<file path="config.mk">
export PLATFORM = sky130hd
export DESIGN_NAME = ata_strobe_timer
export DESIGN_NICKNAME = d
export VERILOG_FILES = /design/src/rtl/ata_strobe_timer.sv
export SDC_FILE = /design/constraint.sdc
export NUM_CORES = 1
export LEC_CHECK = 0
export CAP_MARGIN = 0
export CORE_ASPECT_RATIO = 2
export CORE_UTILIZATION = 30
export CTS_CLUSTER_SIZE = 40
export DETAILED_ROUTE_END_ITERATION = 12
export HOLD_SLACK_MARGIN = 0.08
export PLACE_DENSITY = 0.61
export SLEW_MARGIN = 20
export SYNTH_ARGS = -nofsm -noshare
export SYNTH_HDL_FRONTEND = slang
export SYNTH_SLANG_ARGS = --single-unit
</file>
<file path="constraint.sdc">
create_clock -name clk -period 2.5 [get_ports clk]
set_input_delay 0.25 -clock clk [delete_from_list [all_inputs] [get_ports clk]]
set_output_delay 0.25 -clock clk [all_outputs]
set_load 0.01 [all_outputs]
</file>
<file path="src/rtl/ata_strobe_timer.sv">
module ata_strobe_timer #(
  parameter int LEN_W = 8
) (
  input  logic             clk,
  input  logic             rst_n,
  input  logic [31:0]      timing_word,
  input  logic             start,
  input  logic [LEN_W-1:0] burst_len,
  input  logic             cmd_sel,
  input  logic             wr,
  output logic             dior_n,
  output logic             diow_n,
  output logic             busy,
  output logic             done,
  output logic             mode_err,
  output logic             fifo_en
);
  localparam int CW = 5;

  typedef enum logic [2:0] {S_IDLE, S_SETUP, S_ACT, S_INACT, S_DONE} st_t;

  st_t              st;
  logic [31:0]      tw_q;
  logic             cmd_q, wr_q;
  logic [LEN_W-1:0] rem;
  logic [CW-1:0]    cnt;

  wire [CW-1:0] act_len   = cmd_q ? tw_q[17:13] : tw_q[8:4];
  wire [CW-1:0] inact_len = cmd_q ? {1'b0, tw_q[12:9]} : {1'b0, tw_q[3:0]};
  wire [CW-1:0] setup_in  = cmd_sel ? {2'b0, timing_word[27:25]} : {2'b0, timing_word[24:22]};
  wire          idle      = (st == S_IDLE);
  wire          udma_req  = timing_word[28];

  always_ff @(posedge clk or negedge rst_n) begin
    if (!rst_n) begin
      st       <= S_IDLE;
      tw_q     <= '0;
      cmd_q    <= 1'b0;
      wr_q     <= 1'b0;
      rem      <= '0;
      cnt      <= '0;
      mode_err <= 1'b0;
    end else begin
      mode_err <= idle && start && udma_req;
      case (st)
        S_IDLE:
          if (start && !udma_req) begin
            tw_q  <= timing_word;
            cmd_q <= cmd_sel;
            wr_q  <= wr;
            rem   <= burst_len;
            cnt   <= setup_in;
            st    <= S_SETUP;
          end
        S_SETUP:
          if (cnt == '0) begin
            st  <= S_ACT;
            cnt <= act_len;
          end else cnt <= cnt - 1'b1;
        S_ACT:
          if (cnt == '0) begin
            st  <= S_INACT;
            cnt <= inact_len;
          end else cnt <= cnt - 1'b1;
        S_INACT:
          if (cnt != '0) cnt <= cnt - 1'b1;
          else if (rem == '0) st <= S_DONE;
          else begin
            rem <= rem - 1'b1;
            cnt <= act_len;
            st  <= S_ACT;
          end
        S_DONE:  st <= S_IDLE;
        default: st <= S_IDLE;
      endcase
    end
  end

  assign dior_n  = !((st == S_ACT) && !wr_q);
  assign diow_n  = !((st == S_ACT) && wr_q);
  assign busy    = (st == S_SETUP) || (st == S_ACT) || (st == S_INACT);
  assign done    = (st == S_DONE);
  assign fifo_en = busy && !cmd_q && tw_q[29] && tw_q[31];
endmodule

</file>
==> impl_metrics.tcl <==
set metrics [dict create \
    status "complete, no violations" \
    muxShareOfSynthArea_pct 17.7 \
    nets 288 \
    globalplace.congestion 0.802 \
    postRouteAntennaNets 0 \
    hpwl_um 3570 \
    syn_nets 242 \
    slowest_stage "or3b_2" \
    grt_util_all_layers_pct 13.7 \
    drive_above_1_share_pct 21.9 \
    max_freq_mhz 418 \
    ioPinCount 51 \
    fin_tns_setup_ps 0 \
    peakVddDrop_v 0.000459 \
    worst_slew_pin_slew_ps 873 \
    synth-xor-area-share_pct 0 \
    die_area_sq_um 7640 \
    setup_violations 0 \
    worstPathMaxFanout 11 \
    die_y_um 123 \
    drcViolationCount 0 \
    rsz0062_at_grt "false" \
    relSlewSlack_pct 41.8 \
    clk_pin_slew_ps 60 \
    maxSlewViolCount 0 \
    netlist_instances 195 \
    post_cts_resized 0 \
    final_area_sq_um 2860 \
    skew_ps 4.29 \
    dpl_cell_area_sq_um 2710 \
    avgRoutedWirePerCell_um 14.5 \
    placedCellCount 324 \
    antenna_cells 0 \
    htree_levels 2 \
    p_leak_uw 0.00122 \
    routed_via_density 5.14 \
    grt_pass1_wl_um 8000 \
    timing.critical_path.required_ps 2250 \
    grt_start_max_net_pins 40 \
    coreArea_sq_um 6990 \
    slowest_delay_ps 590 \
    post_cts_buffers 0 \
    final_hold_viol_count 0 \
    firstDrtPassIters 4 \
    synthAdderAreaFrac_pct 1.15 \
    antenna_found_initial 0 \
    syn_to_final_growth_pct 31.1 \
    numCtsBuffers 5 \
    dp_slack_ps 404 \
    period_share_pct 95.6 \
    avgSynthCellArea_sq_um 11.2 \
    fin_util_pct 40.9 \
    start_kind "flop" \
    io_buffers 45 \
    root_buffer "clkbuf_16" \
    min_period_ps 2390 \
    vias 1708 \
    p_per_area_nw_per_um2 475 \
    cp-end-kind "output pin" \
    die_w_um 62.3 \
    synth_edf_count 0 \
    wl_um 4800 \
    cts_hold_buf 0 \
    synth_seq_area_share_pct 44.7 \
    worstPathCellList "or3b_2 > or2_2 > clkdlybuf4s50_1" \
    synth-seq-cells 39 \
    synthDistinctLibCells 53 \
    rows 43 \
    cts_tree "built" \
    cp.arrival_ps 2140 \
    drt_iter0_drc 62 \
    syn_area_sq_um 2180 \
    finalNonFillerCells 332 \
    synth-compound-area-share_pct 15.9 \
    initial_core_util_pct 31.2 \
    async_reset_ff_share_pct 100 \
    crit_type "reg2out" \
    finalWorstSetupSlack_ps 109 \
    synth_ff_type "dfrtp_1" \
    min_path_type "in2async" \
    ys_warn_count 0 \
    clock_latency_ps 290 \
    drv_cap 0 \
    cts_max_path_buffers 2 \
    grt_pass1_vias 1697 \
    yosys.area_share.simple_pct 15.6 \
    synth_top_family_by_area "multiplexers" \
    cts.sinks 39 \
    grt-ovfl-total 0 \
]
metal layers:
layer / vias up / track usage [%] / share of wire (%)
li1: 823 / - / -
met1: 837 / 13.3 / 36
met2: 41 / 26.7 / 58
met3: 7 / 2.70 / 3.9
met4: 0 / 7.27 / 2.3
met5: - / 0 / 0
sequential cells by signal (all words and copies together) (netlist names):
register and cells:
tw_q 20, cnt 5, st 3, mode_err 1, wr_q 1, rem 8
cmd_q 1
final timing paths:
path,startpoint,end,slack (ps),depth (start not counted)
min,rst_n,mode_err,70,1
min reg2reg,tw_q[5],tw_q[5],500,1
max reg2reg,cnt[0],rem[1],410,6
min in group clk,tw_q[5],tw_q[5],500,1
max,st[0],dior_n,110,3
max in group asynchronous,rst_n,rem[6],1870,1
cells in the mapped netlist (5+ instances only):
master / number / area share [%]
dfrtp_1: 39 / 45
o22ai_1: 5 / 1.4
inv_1: 7 / 1.2
nor3_1: 7 / 1.6
a21oi_1: 7 / 1.6
o21ai_0: 13 / 3.0
nor2_1: 7 / 1.2
buf_2: 5 / 1.1
mux2_2: 25 / 13
mux2i_1: 9 / 4.1
where the power goes:
group	internal, uW	switching (uW)
Sequential	631	0
Combinational	58.7	25.0
Clock	373	271
logic make-up (layout without fill, tap and decap cells):
| kind of cell | Yosys count | count (layout) |
|---|---|---|
| compound gates | 49 | 49 |
| fa+ha+maj | 2 | 2 |
| buf+inv | 20 | 67 |
| flops | 39 | 39 |
| mux | 35 | 35 |
| simple gates | 50 | 50 |
layout by cell type (no fill, tap or decap), types with 2 or more instances in the layout:
cell type | netlist | routed
nor4b_1 | 2 | 2
clkbuf_16 | 0 | 5
nand2_1 | 4 | 4
mux2_2 | 25 | 25
a22oi_1 | 2 | 2
inv_1 | 7 | 7
o31ai_1 | 4 | 4
o21ai_0 | 13 | 13
o2bb2ai_1 | 4 | 4
ha_1 | 2 | 2
or2_1 | 2 | 2
o22ai_1 | 5 | 5
nand2b_1 | 2 | 2
clkinvlp_4 | 0 | 2
nand3_1 | 2 | 2
buf_4 | 1 | 7
a221oi_1 | 2 | 2
and2_1 | 2 | 2
nor2_1 | 7 | 7
nor4_1 | 2 | 2
a21oi_1 | 7 | 7
or4b_2 | 2 | 2
nor3b_1 | 3 | 3
mux2i_1 | 9 | 9
clkdlybuf4s50_1 | 0 | 44
nor3_1 | 7 | 7
dfrtp_1 | 39 | 39
a211oi_1 | 4 | 4
through the flow:
stage               total power [uW]  hold slack (ps)
floorplan                        652            -45.6
global placement                 729              424
detailed placement               729              427
CTS                             1390              116
global route                    1410              154
finish                          1360             73.8
worst max-delay path, delay by kind of cell (launching register included):
family / cells / cell delay [ps]
buffers and inverters: 1 / 480
flip-flops: 1 / 480
AND/OR/NAND/NOR: 2 / 900
area by class of cell:
type,count,area (sq um)
clock buffer,5,125
clock inverter,3,23.8
fill,722,4130
inverter,7,26.3
multi-input combinational,136,1100
sequential,39,976
tap,90,113
timing repair buffer,52,498
No activity file was read; power rests on OpenSTA's default activity.
